[src/rtl/coh_pkg.sv]
package coh_pkg;

  typedef enum logic [1:0] {
    LN_INV = 2'd0,
    LN_SHR = 2'd1,
    LN_EXC = 2'd2
  } line_st_e;

  typedef enum logic [1:0] {
    BC_NONE   = 2'd0,
    BC_RDMISS = 2'd1,
    BC_WRMISS = 2'd2,
    BC_WBACK  = 2'd3
  } bus_cmd_e;

  typedef enum logic [1:0] {
    F_IDLE  = 2'd0,
    F_ARB   = 2'd1,
    F_WBACK = 2'd2,
    F_MISS  = 2'd3
  } ctl_st_e;

endpackage

[src/rtl/coh_line_store.sv]
module coh_line_store
  import coh_pkg::*;
#(
  parameter int IDX_W  = 3,
  parameter int TAG_W  = 9,
  parameter int DATA_W = 32
) (
  input  logic              clk,
  input  logic              rst_n,
  input  logic [IDX_W-1:0]  cpu_idx,
  output line_st_e          cpu_st,
  output logic [TAG_W-1:0]  cpu_tag,
  output logic [DATA_W-1:0] cpu_data,
  input  logic [IDX_W-1:0]  snp_idx,
  output line_st_e          snp_st,
  output logic [TAG_W-1:0]  snp_tag,
  output logic [DATA_W-1:0] snp_data,
  input  logic              snp_upd_en,
  input  line_st_e          snp_upd_st,
  input  logic              fill_en,
  input  logic [IDX_W-1:0]  fill_idx,
  input  logic [TAG_W-1:0]  fill_tag,
  input  logic [DATA_W-1:0] fill_data,
  input  line_st_e          fill_st
);
  localparam int LINES = 1 << IDX_W;

  line_st_e          st_q   [LINES];
  logic [TAG_W-1:0]  tag_q  [LINES];
  logic [DATA_W-1:0] data_q [LINES];

  // coherence state: snoop updates win over local fills on the same line
  always_ff @(posedge clk or negedge rst_n) begin
    if (!rst_n) begin
      for (int i = 0; i < LINES; i++) st_q[i] <= LN_INV;
    end else begin
      for (int i = 0; i < LINES; i++) begin
        if (snp_upd_en && snp_idx == IDX_W'(i))
          st_q[i] <= snp_upd_st;
        else if (fill_en && fill_idx == IDX_W'(i))
          st_q[i] <= fill_st;
      end
    end
  end

  always_ff @(posedge clk or negedge rst_n) begin
    if (!rst_n) begin
      for (int i = 0; i < LINES; i++) begin
        tag_q[i]  <= '0;
        data_q[i] <= '0;
      end
    end else if (fill_en) begin
      tag_q[fill_idx]  <= fill_tag;
      data_q[fill_idx] <= fill_data;
    end
  end

  assign cpu_st   = st_q[cpu_idx];
  assign cpu_tag  = tag_q[cpu_idx];
  assign cpu_data = data_q[cpu_idx];
  assign snp_st   = st_q[snp_idx];
  assign snp_tag  = tag_q[snp_idx];
  assign snp_data = data_q[snp_idx];

  // a snoop update never raises a line to exclusive
  assert_snoop_no_promote_R7: assert property (@(posedge clk) disable iff (!rst_n)
    snp_upd_en |-> snp_upd_st != LN_EXC);

endmodule

[src/rtl/coh_snoop_unit.sv]
module coh_snoop_unit
  import coh_pkg::*;
#(
  parameter int TAG_W  = 9,
  parameter int DATA_W = 32
) (
  input  logic              clk,
  input  logic              rst_n,
  input  logic              snp_valid,
  input  logic [1:0]        snp_cmd,
  input  logic [TAG_W-1:0]  snp_tag,
  input  line_st_e          line_st,
  input  logic [TAG_W-1:0]  line_tag,
  input  logic [DATA_W-1:0] line_data,
  output logic              supply,
  output logic [DATA_W-1:0] supply_data,
  output logic              upd_en,
  output line_st_e          upd_st
);
  logic match;

  assign match = snp_valid && (line_st != LN_INV) && (line_tag == snp_tag);

  always_comb begin
    supply      = 1'b0;
    supply_data = '0;
    upd_en      = 1'b0;
    upd_st      = line_st;
    if (match) begin
      if (snp_cmd == BC_WRMISS) begin
        upd_en = 1'b1;
        upd_st = LN_INV;
      end else if (snp_cmd == BC_RDMISS && line_st == LN_EXC) begin
        supply      = 1'b1;
        supply_data = line_data;
        upd_en      = 1'b1;
        upd_st      = LN_SHR;
      end
    end
  end

  // supplying data needs an exclusive line hit by a read-miss
  assert_supply_needs_owner_R7: assert property (@(posedge clk) disable iff (!rst_n)
    supply |-> (snp_valid && snp_cmd == BC_RDMISS && line_st == LN_EXC));

  // a tag mismatch never changes the line
  assert_mismatch_untouched_R12: assert property (@(posedge clk) disable iff (!rst_n)
    (snp_valid && line_tag != snp_tag) |-> !upd_en);

endmodule

[src/rtl/coh_ctrl_fsm.sv]
module coh_ctrl_fsm
  import coh_pkg::*;
#(
  parameter int IDX_W  = 3,
  parameter int TAG_W  = 9,
  parameter int DATA_W = 32,
  localparam int ADDR_W = IDX_W + TAG_W
) (
  input  logic              clk,
  input  logic              rst_n,
  input  logic              cpu_req_valid,
  input  logic              cpu_req_write,
  input  logic [IDX_W-1:0]  cpu_idx,
  input  logic [TAG_W-1:0]  cpu_tag,
  input  logic [DATA_W-1:0] cpu_wdata,
  output logic              cpu_req_ready,
  output logic [DATA_W-1:0] cpu_rdata,
  input  line_st_e          line_st,
  input  logic [TAG_W-1:0]  line_tag,
  input  logic [DATA_W-1:0] line_data,
  input  logic              snp_valid,
  output logic              bus_req,
  input  logic              bus_gnt,
  output logic              bus_cmd_valid,
  output logic [1:0]        bus_cmd,
  output logic [ADDR_W-1:0] bus_addr,
  output logic [DATA_W-1:0] bus_wdata,
  input  logic              bus_done,
  input  logic [DATA_W-1:0] bus_rdata,
  output logic              fill_en,
  output logic [TAG_W-1:0]  fill_tag,
  output logic [DATA_W-1:0] fill_data,
  output line_st_e          fill_st
);
  ctl_st_e fsm_q, fsm_d;
  logic    hit;

  assign hit     = (line_st != LN_INV) && (line_tag == cpu_tag);
  assign bus_req = (fsm_q != F_IDLE);

  always_ff @(posedge clk or negedge rst_n) begin
    if (!rst_n) fsm_q <= F_IDLE;
    else        fsm_q <= fsm_d;
  end

  always_comb begin
    fsm_d         = fsm_q;
    cpu_req_ready = 1'b0;
    cpu_rdata     = line_data;
    bus_cmd_valid = 1'b0;
    bus_cmd       = BC_NONE;
    bus_addr      = '0;
    bus_wdata     = '0;
    fill_en       = 1'b0;
    fill_tag      = cpu_tag;
    fill_data     = cpu_wdata;
    fill_st       = LN_EXC;
    case (fsm_q)
      F_IDLE: begin
        if (cpu_req_valid && !snp_valid) begin
          if (!cpu_req_write && hit) begin
            cpu_req_ready = 1'b1;
          end else if (cpu_req_write && hit && line_st == LN_EXC) begin
            cpu_req_ready = 1'b1;
            fill_en       = 1'b1;
          end else begin
            fsm_d = F_ARB;
          end
        end
      end
      F_ARB: begin
        // the victim is examined at grant time, after any snoop has acted
        if (bus_gnt && !snp_valid) begin
          bus_cmd_valid = 1'b1;
          if (line_st == LN_EXC && line_tag != cpu_tag) begin
            bus_cmd   = BC_WBACK;
            bus_addr  = {line_tag, cpu_idx};
            bus_wdata = line_data;
            fsm_d     = F_WBACK;
          end else begin
            bus_cmd   = cpu_req_write ? BC_WRMISS : BC_RDMISS;
            bus_addr  = {cpu_tag, cpu_idx};
            bus_wdata = cpu_wdata;
            fsm_d     = F_MISS;
          end
        end
      end
      F_WBACK: begin
        if (bus_done) begin
          fill_en   = 1'b1;
          fill_tag  = line_tag;
          fill_data = line_data;
          fill_st   = LN_INV;
          fsm_d     = F_ARB;
        end
      end
      F_MISS: begin
        if (bus_done) begin
          fill_en       = 1'b1;
          fill_data     = cpu_req_write ? cpu_wdata : bus_rdata;
          fill_st       = cpu_req_write ? LN_EXC : LN_SHR;
          cpu_req_ready = 1'b1;
          cpu_rdata     = bus_rdata;
          fsm_d         = F_IDLE;
        end
      end
      default: fsm_d = F_IDLE;
    endcase
  end

  assert_issue_granted_R11: assert property (@(posedge clk) disable iff (!rst_n)
    bus_cmd_valid |-> bus_gnt);

  assert_single_issue_R11: assert property (@(posedge clk) disable iff (!rst_n)
    bus_cmd_valid |=> !bus_cmd_valid);

  assert_snoop_first_R10: assert property (@(posedge clk) disable iff (!rst_n)
    snp_valid |-> !cpu_req_ready);

  assert_hold_bus_R13: assert property (@(posedge clk) disable iff (!rst_n)
    $fell(bus_req) |-> $past(cpu_req_ready));

  assert_wback_then_miss_R9: assert property (@(posedge clk) disable iff (!rst_n)
    (bus_cmd_valid && bus_cmd == BC_WBACK) |=> !cpu_req_ready);

endmodule

[src/rtl/snoop_wi_cache.sv]
module snoop_wi_cache
  import coh_pkg::*;
#(
  parameter int ADDR_W = 12,
  parameter int DATA_W = 32,
  parameter int IDX_W  = 3
) (
  input  logic              clk,
  input  logic              rst_n,
  input  logic              cpu_req_valid,
  output logic              cpu_req_ready,
  input  logic              cpu_req_write,
  input  logic [ADDR_W-1:0] cpu_req_addr,
  input  logic [DATA_W-1:0] cpu_req_wdata,
  output logic [DATA_W-1:0] cpu_rdata,
  output logic              bus_req,
  input  logic              bus_gnt,
  output logic              bus_cmd_valid,
  output logic [1:0]        bus_cmd,
  output logic [ADDR_W-1:0] bus_addr,
  output logic [DATA_W-1:0] bus_wdata,
  input  logic              bus_done,
  input  logic [DATA_W-1:0] bus_rdata,
  input  logic              snp_valid,
  input  logic [1:0]        snp_cmd,
  input  logic [ADDR_W-1:0] snp_addr,
  output logic              snp_supply,
  output logic [DATA_W-1:0] snp_data
);
  localparam int TAG_W = ADDR_W - IDX_W;

  logic [IDX_W-1:0]  cpu_idx, snp_idx;
  logic [TAG_W-1:0]  cpu_tag, snp_tag;
  line_st_e          c_st, s_st, upd_st, fill_st;
  logic [TAG_W-1:0]  c_tag, s_tag, fill_tag;
  logic [DATA_W-1:0] c_data, s_data, fill_data;
  logic              upd_en, fill_en;

  assign cpu_idx = cpu_req_addr[IDX_W-1:0];
  assign cpu_tag = cpu_req_addr[ADDR_W-1:IDX_W];
  assign snp_idx = snp_addr[IDX_W-1:0];
  assign snp_tag = snp_addr[ADDR_W-1:IDX_W];

  coh_line_store #(.IDX_W(IDX_W), .TAG_W(TAG_W), .DATA_W(DATA_W)) store_i (
    .clk(clk), .rst_n(rst_n),
    .cpu_idx(cpu_idx), .cpu_st(c_st), .cpu_tag(c_tag), .cpu_data(c_data),
    .snp_idx(snp_idx), .snp_st(s_st), .snp_tag(s_tag), .snp_data(s_data),
    .snp_upd_en(upd_en), .snp_upd_st(upd_st),
    .fill_en(fill_en), .fill_idx(cpu_idx), .fill_tag(fill_tag),
    .fill_data(fill_data), .fill_st(fill_st)
  );

  coh_snoop_unit #(.TAG_W(TAG_W), .DATA_W(DATA_W)) snoop_i (
    .clk(clk), .rst_n(rst_n),
    .snp_valid(snp_valid), .snp_cmd(snp_cmd), .snp_tag(snp_tag),
    .line_st(s_st), .line_tag(s_tag), .line_data(s_data),
    .supply(snp_supply), .supply_data(snp_data),
    .upd_en(upd_en), .upd_st(upd_st)
  );

  coh_ctrl_fsm #(.IDX_W(IDX_W), .TAG_W(TAG_W), .DATA_W(DATA_W)) ctrl_i (
    .clk(clk), .rst_n(rst_n),
    .cpu_req_valid(cpu_req_valid), .cpu_req_write(cpu_req_write),
    .cpu_idx(cpu_idx), .cpu_tag(cpu_tag), .cpu_wdata(cpu_req_wdata),
    .cpu_req_ready(cpu_req_ready), .cpu_rdata(cpu_rdata),
    .line_st(c_st), .line_tag(c_tag), .line_data(c_data),
    .snp_valid(snp_valid),
    .bus_req(bus_req), .bus_gnt(bus_gnt), .bus_cmd_valid(bus_cmd_valid),
    .bus_cmd(bus_cmd), .bus_addr(bus_addr), .bus_wdata(bus_wdata),
    .bus_done(bus_done), .bus_rdata(bus_rdata),
    .fill_en(fill_en), .fill_tag(fill_tag), .fill_data(fill_data), .fill_st(fill_st)
  );

  // no data is ever driven without a snoop on the bus
  assert_quiet_supply_R8: assert property (@(posedge clk) disable iff (!rst_n)
    !snp_valid |-> !snp_supply);

endmodule

[config.mk]
export PLATFORM = sky130hd
export DESIGN_NAME = snoop_wi_cache
export DESIGN_NICKNAME = d
export VERILOG_FILES = /design/src/rtl/coh_pkg.sv /design/src/rtl/coh_line_store.sv /design/src/rtl/coh_snoop_unit.sv /design/src/rtl/coh_ctrl_fsm.sv /design/src/rtl/snoop_wi_cache.sv
export SDC_FILE = /design/constraint.sdc
export NUM_CORES = 1
export LEC_CHECK = 0
export BUFFER_PORTS_ARGS = -buffer_cell sky130_fd_sc_hd__buf_2
export CORE_MARGIN = 10
export CORE_UTILIZATION = 35
export CTS_CLUSTER_DIAMETER = 40
export CTS_CLUSTER_SIZE = 20
export DETAILED_ROUTE_END_ITERATION = 16
export SLEW_MARGIN = 20
export SYNTH_ARGS = -nofsm -noshare
export SYNTH_HDL_FRONTEND = slang
export SYNTH_SLANG_ARGS = --single-unit
[constraint.sdc]
create_clock -name clk -period 10.25 [get_ports clk]
set_clock_uncertainty 0.05 [all_clocks]
set_input_delay 2.05 -clock clk [delete_from_list [all_inputs] [get_ports clk]]
set_output_delay 2.05 -clock clk [all_outputs]
set_load 0.02 [all_outputs]
# Word level (Yosys, flattened, before mapping)
# Cells that the tools add are included.
# op_classes
order_cmp,3
eq_ne,30
mux,90
bitwise,2
reduce_logical,45
# ops
operator,n
32-bit 2-to-1 mux,16
256-bit bitwise mux,1
32-bit binary-select mux with 3-bit select,2
32-bit demux with 3-bit select,1
72-bit bitwise mux,1
2-bit 2-to-1 mux,35
32-bit one-hot mux with 2 select lines,1
9-bit 2-to-1 mux,7
9-bit binary-select mux with 3-bit select,2
12-bit 2-to-1 mux,3
9-bit demux with 3-bit select,1
1-bit logical AND,27
3-bit equality test (second input constant),8
2-bit nonzero test,11
9-bit equality test,2
1-bit 2-to-1 mux,14
2-bit binary-select mux with 3-bit select,2
3-bit by 2-bit equality test with 1-bit output (second input constant),4
2-bit equality test (second input constant),5
9-bit != test,1
4-bit greater-or-equal comparator (second input constant),2
2-bit != test (second input constant),4
3-bit inverter with 4-bit output,2
2-bit one-hot mux with 4 select lines,1
other kinds (11),17
# word_totals
ff_bits,346
in_bits,97
out_inout_bits,114
word_cells,195

# Logic depth before layout (Yosys ltp)
# Gate-level depths: netlist of run 1.
# logic_depth
word_depth,15
ltp_mapped,13
mapped_depth_nobuf,8

# By module
# Synthesis of run 1 repeated with hierarchy kept, for this count alone.
# hier_totals
cells_unflattened,1650
hier_area_um2,21637.0
# by_module_without_submodules
mod,n_inst,cells_per_inst,area_each_um2,seq_area_each_um2
coh_line_store,1,1089,18123.6,8608.3
coh_ctrl_fsm,1,502,3093.0,50.0
coh_snoop_unit,1,59,420.4,0.0

# Worst setup path before layout of run 1
# No wires, ideal clock.
# synth_timing
path_type,in2out
start,input cpu_req_addr[2]
end,output bus_wdata[0]
t_arrival_ns,4.675
slack_ns,3.475
cell_stages,10
path_buffers,3
path_cell_list,buf_2 -> buf_2 -> mux2_2 -> o22ai_1 -> nor3_1 -> nand4b_1 -> nor4_4 -> a21boi_1 -> clkbuf_1 -> a211oi_1
# synth_via
elab_chain_len,9
elab_cells_between_ends,16
# synth_rtl
item,line,rtl
start: declaration,snoop_wi_cache.sv:13,"input logic [ADDR_W-1:0] cpu_req_addr,"
3-bit inverter with 4-bit output (implied by the code) *,"coh_line_store.sv:58, coh_line_store.sv:59, coh_line_store.sv:60",
9-bit binary-select mux with 3-bit select or 2-bit binary-select mux with 3-bit select (tied branches),"coh_line_store.sv:59, coh_line_store.sv:58",
9-bit 2-to-1 mux (implied by the code) or 2-bit 2-to-1 mux (tied branches) (2 in a row),"coh_line_store.sv:59, coh_line_store.sv:58",
9-bit != test or 2-bit equality test (tied branches),coh_ctrl_fsm.sv:75,if (line_st == LN_EXC && line_tag != cpu_tag) begin
1-bit logical AND,coh_ctrl_fsm.sv:75,
32-bit 2-to-1 mux *,coh_ctrl_fsm.sv:75,
32-bit 2-to-1 mux *,coh_ctrl_fsm.sv:73,if (bus_gnt && !snp_valid) begin
32-bit 2-to-1 mux *,coh_ctrl_fsm.sv:58,case (fsm_q)
end: declaration,snoop_wi_cache.sv:21,"output logic [DATA_W-1:0] bus_wdata,"
# Every way passes the cells marked *; elsewhere a longest branch is shown, timed or not. The select of a mux whose other input is x is not followed.

# Worst setup path in the final report of run 1
# layout_timing
start,input cpu_req_addr[1]
end,output bus_wdata[14]
# The elaborated chain is that of the path after synthesis.

==> metrics.yaml, run 1 <==
synth:
  syn_area_um2: 20700
  syn-mean-instance-area_um2: 12.8
  synth-edff-count: 0
  synth_top_area_share_pct: 41.8
  synth_common_cells: "dfrtp_1 (346), mux2_2 (209), mux4_2 (151), mux2_1 (139), nor2_1 (106)"
  synth_seq_cells: 346
  yosysWarningCount: 0
  synth_cell_types: 68
  syn_inst: 1621
  synth_top_cells_by_area: "dfrtp_1 (42%), mux4_2 (16%), mux2_2 (11%)"
  yosys_most_used_dff: "dfrtp_1"
  synth_area_leader_cell: "dfrtp_1"
  ys_seq_area_share_pct: 41.8
  yosysMostFrequentCell: "dfrtp_1"
  syn_nets: 1722
  ys_async_sr_fraction_pct: 100
clock_network:
  cts_tree: "yes"
  cts-root-buf: "clkbuf_16"
  clock_latency_ns: 0.60
  clockBufferDepth: 3
  cts_sinks: 346
  cts.clk_slew.worst_paths_ns: 0.05
  postCtsHoldBufs: 0
  cts_inserted_buffers: 59
  cts_setup_buffers: 0
  htreeDepth: 2
  cts_resized: 0
floorplan:
  core_um2: 58800
  dieArea_um2: 69300
  row_count: 89
  chipWidth_um: 263
  initial_utilization_pct: 35.2
  die_y_um: 263
  io_pins: 211
sta:
  hold_viol_final: 0
  worstMarginPinSlew_ns: 1.15
  setup_viol: 0
  finalCriticalPeriod_ns: 8.23
  fmax_ghz: 0.122
  maxSlewViolCount: 0
  rsz0062_at_grt: "false"
  slew_headroom_pct: 23.1
  tns_ns: 0
  finalCritPeriodShare_pct: 80.3
layout:
  final-seq-area_um2: 8660
  fillCellCount: 5459
  design_area_um2: 24400
  n_antenna_cell: 0
  syn2layout_area_growth_pct: 18.0
  nets: 1889
  drive_gt1_share_pct: 40.4
  multiInputGateArea_um2: 11300
worst_setup_path:
  cp-end-kind: "output pin"
  crit_path_frequent_cell: "buf_4"
  cp_cell_sequence: "buf_4 -> buf_4 -> nor2b_1 -> a2111oi_0 -> a211oi_2 -> xor2_1 -> nor2_1 -> a21boi_4 -> buf_4 -> nor2_1 -> a211oi_1 -> buf_2"
  cp_data_arrival_time_ns: 6.13
  critPathKind: "primary input to output pin"
  start_kind: "primary input"
  max_stage_delay_ns: 0.61
  cp_slowest_cell: "buf_4"
  crit_required_ns: 8.15
  critPathMaxFanout: 45
flow_run:
  cap_violations: 0
place:
  gp_congestion: 0.867
  post_dp_cell_area_um2: 22300
  port_buffers: 210
  dp_hpwl_um: 41600
drt:
  viasPerCell: 5.77
  firstDrtPassIters: 5
  drc: 0
  wirelength_um: 65400
  num_vias: 15063
  drt_iter0_drc: 1180
  drt.antenna.violating_nets: 0
  wire_per_inst_um: 25.0
global_routing:
  grt_pass1_vias: 15820
  grt_overflow: 0
  grt_pass1_wl_um: 99300
  track_usage_pct: 18.3
  grt_start_max_net_pins: 179
  antenna_found_initial: 2
run_status:
  status: "complete, no violations"
hold_path:
  hold_class: "flop to flop"
power:
  leakagePower_nw: 10.9
  ir_drop_uv: 123
  p_per_area_nw_per_um2: 279
[critical path: cells and delay by family]
family | cells | cell delay [ns]
AO/OA/AOI/OAI | 4 | 1.46
buffers and inverters | 4 | 1.79
AND/OR/NAND/NOR | 3 | 0.34
XOR/XNOR | 1 | 0.40
[power breakdown]
part / total (W) / leakage, nW / internal [W] / switching, W
Sequential: 0.00239 / 4.44 / 0.00197 / 0.000428
Combinational: 0.00232 / 5.43 / 0.00116 / 0.00116
Clock: 0.00209 / 1.04 / 0.00137 / 0.000724
[cells by family after synthesis]
group | count (synthesis) | share of synthesized area (%)
and+or+nand+nor | 289 | 6.79
adders and majority gates | 4 | 0.242
xor gates and xnor gates | 13 | 0.550
AOI/OAI and AO/OA | 252 | 8.00
DFF | 346 | 41.8
buffers and inverters | 150 | 3.93
muxes | 567 | 38.7
[per-layer routing]
layer	global-route usage, %	share of wire (%)	vias up
li1	-	-	6506
met1	24.4	44	7950
met2	30.2	48	520
met3	3.19	5.8	87
met4	4.92	2.0	0
met5	0	0	-
[area by class of cell]
cell class	count	share of cell area (%)
inverter	17	0.261
clock inverter	37	1.98
multi-input combinational	1125	46.1
sequential	346	35.5
tap	773	3.96
timing repair buffer	239	5.46
clock buffer	74	6.74
[cell usage in the layout (no fill, tap or decap), types with 10 or more instances in the layout]
master,instances
a211oi_1,40
mux2i_1,68
o21ai_0,42
inv_1,15
nand3_1,10
buf_4,30
dfrtp_1,346
nand2_1,96
a22oi_1,35
nor2_1,105
mux2_2,209
buf_2,205
clkbuf_16,61
nor2b_1,12
mux2_1,139
a21oi_1,73
mux4_2,151
o211ai_1,12
[path summary, 6_finish.rpt]
kind	start	to	slack, ns	depth (start not counted)
min in group asynchronous	rst_n	store_i.data_q[134]$_DFFE_PN0P_	1.44	1
max	cpu_req_addr[1]	bus_wdata[14]	2.02	12
max in group asynchronous	rst_n	store_i.data_q[117]$_DFFE_PN0P_	7.17	3
min reg2reg	store_i.data_q[17]$_DFFE_PN0P_	store_i.data_q[17]$_DFFE_PN0P_	0.45	1
max reg2reg	store_i.tag_q[37]$_DFFE_PN0P_	store_i.data_q[178]$_DFFE_PN0P_	5.81	9
min	store_i.data_q[17]$_DFFE_PN0P_	store_i.data_q[17]$_DFFE_PN0P_	0.45	1
[per-stage QoR]
stage	std cells	util, %	hold WS [ns]	total power (W)	setup slack, ns
finish	2611	41.5	0.451	0.00681	2.02
global route	2611	41.5	0.469	0.00716	1.73
global placement	2499	37.9	0.429	0.00461	2.09
floorplan	1621	-	0.420	0.00400	3.47
detailed placement	2499	37.9	0.442	0.00472	2.04
CTS	2610	41.5	0.454	0.00684	2.02
[state kept, by name, indices dropped and copies added (netlist names)]
register	flops
store_i.data_q	256
store_i.tag_q	72
store_i.st_q	16
ctrl_i.fsm_q	2
Note: power is estimated with default switching activity, not from simulation.
==> inputs of run 2 (changes only) <==
--- a/config.mk
+++ b/config.mk
@@ -5,6 +5,7 @@
 export SDC_FILE = /design/constraint.sdc
 export NUM_CORES = 1
 export LEC_CHECK = 0
+export ABC_AREA = 1
 export BUFFER_PORTS_ARGS = -buffer_cell sky130_fd_sc_hd__buf_2
 export CORE_MARGIN = 10
 export CORE_UTILIZATION = 35
==> constraint.sdc (replaced) <==
create_clock -name clk -period 6.7 [get_ports clk]
set_clock_uncertainty 0.05 [all_clocks]
set_input_delay 1.34 -clock clk [delete_from_list [all_inputs] [get_ports clk]]
set_output_delay 1.34 -clock clk [all_outputs]
set_load 0.02 [all_outputs]
==> run 2 against run 1 <==
Effect of this change:
- sequential share of layout area down 0.31 points
- utilization up 0.29 points
- setup slack worse by 1.2 ns
- sequential power up 49%
- cell area up 0.89%
- worst hold slack worse by 0.026 ns
- clock power up 58%
- clock-buffer cell count down 4
- non-clock buffer count up 28
- largest power group unchanged
==> metrics.yaml, run 2 <==
run_status:
  status: "complete, no violations"
synth:
  syn-mean-instance-area_um2: 6.98  # -45%
  ys_seq_area_share_pct: 41.6  # -0.18 points
  synth_top_cells_by_area: "dfrtp_1 (42%), nand2_1 (16%), o21ai_0 (8.5%)"
  synth_top_area_share_pct: 41.6  # -0.18 points
  syn_inst: 2978  # +84%
  muxShareOfSynthArea_pct: 0  # -39 points
  synthSimpleGateAreaFrac_pct: 26.4  # +20 points
  yosys_most_used_dff: "dfrtp_1"
  synth_top_family_by_area: "simple AND/OR/NAND/NOR gates"
  ys_async_sr_fraction_pct: 100  # unchanged
  synth_cell_types: 33  # -51%
  synthXorXnorAreaFrac_pct: 0  # -0.55 points
  synth_common_cells: "nand2_1 (913), o21ai_0 (354), dfrtp_1 (346), o22ai_1 (256), inv_1 (192)"
  syn_area_um2: 20800  # +0.44%
  syn_nets: 3079  # +79%
  synth_seq_cells: 346  # unchanged
  yosysWarningCount: 0  # unchanged
  yosysMostFrequentCell: "nand2_1"
  yosys.area_share.adder_pct: 0.241  # -0.0010 points
  synth-edff-count: 0  # unchanged
  synth-compound-area-share_pct: 23.3  # +15 points
  synth_area_leader_cell: "dfrtp_1"
clock_network:
  htreeDepth: 2  # unchanged
  cts_tree: "yes"
  cts_resized: 0  # unchanged
  clockBufferDepth: 3  # unchanged
  cts.clk_slew.worst_paths_ns: 0.05  # about the same
  cts-root-buf: "clkbuf_16"
  cts_inserted_buffers: 57  # -3.4%
  cts_sinks: 346  # unchanged
  postCtsHoldBufs: 0  # unchanged
  clock_latency_ns: 0.64  # +0.04 ns
  cts_setup_buffers: 0  # unchanged
global_routing:
  grt_pass1_wl_um: 126000  # +27%
  grt_overflow: 0  # unchanged
  grt_pass1_vias: 20756  # +31%
  track_usage_pct: 22.6  # +4.3 points
  grt_start_max_net_pins: 150  # -16%
  antenna_found_initial: 0  # -2
power:
  p_per_area_nw_per_um2: 412  # +48%
  finalPower_w: 0.0101  # +49%
  leakagePower_nw: 12.0  # +10%
  ir_drop_uv: 219  # +79%
place:
  dp_hpwl_um: 50200  # +21%
  port_buffers: 210  # unchanged
  dp_slack_ns: 1.02  # -1.02 ns
  gp_congestion: 0.893  # +3.0%
  place_inst: 3786  # +52%
sta:
  finalCriticalPeriod_ns: 5.92
  fmax_ghz: 0.169
  finalCritPeriodShare_pct: 88.4
  hold_viol_final: 0  # unchanged
  maxSlewViolCount: 0  # unchanged
  rsz0062_at_grt: "false"
  fin_hold_ws_ns: 0.425  # -0.0263 ns
  worstMarginPinSlew_ns: 1.17  # +0.0222 ns
  setup_viol: 0  # unchanged
  setup_ws_ns: 0.779  # -1.24 ns
  tns_ns: 0  # unchanged
  slew_headroom_pct: 21.5  # -1.6 points
hold_path:
  min_path_cells: 2  # +1
  hold_class: "flop to flop"
worst_setup_path:
  critPathMaxFanout: 54  # +20%
  reg2reg_from: "store_i.tag_q[41]$_DFFE_PN0P_"
  crit_required_ns: 5.31  # -2.84 ns
  r2r_end: "store_i.data_q[2]$_DFFE_PN0P_"
  cp-endpoint: "cpu_rdata[0]"
  start_kind: "primary input"
  reg2reg_depth: 16  # +7
  cp_data_arrival_time_ns: 4.53  # -1.60 ns
  cp-end-kind: "output pin"
  startpoint: "cpu_req_addr[0]"
  critPathKind: "primary input to output pin"
  r2r_setup_slack_ns: 2.96  # -2.85 ns
drt:
  wl_met2_um: 36100  # +15%
  drt.antenna.violating_nets: 0  # unchanged
  top_layer: "met4"
  viasPerCell: 5.68  # -1.6%
  drt-met1-wl_um: 35900  # +24%
  drc: 0  # unchanged
  wl_met3_um: 8160  # +120%
  num_vias: 22097  # +47%
  drt_iter0_drc: 2727  # +130%
  wirelength_um: 82000  # +25%
  wire_per_inst_um: 21.1  # -16%
  firstDrtPassIters: 7  # +2
layout:
  syn2layout_area_growth_pct: 18.5
  largest_reg_flops: 256  # unchanged
  nets: 3173  # +68%
  regMostFlops: "store_i.data_q"
  layout_common_cells: "nand2_1 (907), o21ai_0 (354), dfrtp_1 (346)"
  mostFrequentLayoutCell: "nand2_1"
  reg_top3: "store_i.data_q x256, store_i.tag_q x72, store_i.st_q x16"
  drive_gt1_share_pct: 12.9  # -27 points
  n_antenna_cell: 0  # unchanged
  layout.cells.non_filler: 3893  # +49%
floorplan:
  initial_utilization_pct: 35.3  # +0.086 points
  die_y_um: 264  # +0.20%
  chipWidth_um: 264  # +0.20%
  io_pins: 211  # unchanged
  row_count: 89  # unchanged
  dieArea_um2: 69500  # +0.40%
  core_um2: 58900  # +0.19%
flow_run:
  cap_violations: 0  # unchanged
run 2: layout make-up:
| cell class | count | area [um^2] |
|---|---|---|
| clock buffers | 70 | 1550 |
| clock inverters | 37 | 627 |
| fillers | 6046 | 34300 |
| inverters | 199 | 747 |
| multi-input cells | 2201 | 10600 |
| flip-flops and latches | 346 | 8660 |
| well taps | 773 | 967 |
| repair buffers | 267 | 1540 |
run 2: per-stage QoR:
stage	cell area [um^2]	util, %
after floorplan	20800	-
after global placement	22500	38.1
after detailed placement	22500	38.1
after CTS	24600	41.8
after global routing	24600	41.8
final	24600	41.8
run 2: layer usage:
| metal | vias up | GRT usage (%) |
|---|---|---|
| li1 | 10379 | - |
| met4 | 0 | 7.19 |
| met5 | - | 0 |
| met1 | 10467 | 31.6 |
| met2 | 1128 | 34.5 |
| met3 | 123 | 4.32 |
run 2: worst max-delay path, cell delays in order:
cell,delay (ns)
buf_2,0.35
inv_2,0.26
nand2_2,0.14
buf_4,0.68
o22ai_1,0.15
o31ai_1,0.88
nand2_1,0.29
o21ai_0,0.19
buf_2,0.22
run 2: logic make-up (layout without fill, tap and decap cells):
logic type | count (synthesis) | count (layout)
AO/OA/AOI/OAI | 866 | 866
adder cells (fa/ha/maj) | 4 | 4
buffers and inverters | 431 | 573
flip-flops | 346 | 346
AND/OR/NAND/NOR | 1331 | 1331
run 2: worst min path at each step:
stage | slack (ns) | endpoint | start
final | 0.42 | store_i.data_q[222]$_DFFE_PN0P_ | store_i.data_q[222]$_DFFE_PN0P_
after global routing | 0.45 | store_i.data_q[254]$_DFFE_PN0P_ | store_i.data_q[254]$_DFFE_PN0P_
after CTS | 0.43 | store_i.data_q[222]$_DFFE_PN0P_ | store_i.data_q[222]$_DFFE_PN0P_
after detailed placement | 0.42 | store_i.data_q[222]$_DFFE_PN0P_ | store_i.data_q[222]$_DFFE_PN0P_
after global placement | 0.42 | store_i.data_q[222]$_DFFE_PN0P_ | store_i.data_q[222]$_DFFE_PN0P_
after floorplan | 0.40 | store_i.data_q[158]$_DFFE_PN0P_ | store_i.data_q[158]$_DFFE_PN0P_
run 2: report_power, final:
part	switching, W	total [W]	internal, W
clock	0.00114	0.00330	0.00216
combinational	0.00220	0.00327	0.00107
sequential	0.000668	0.00357	0.00290
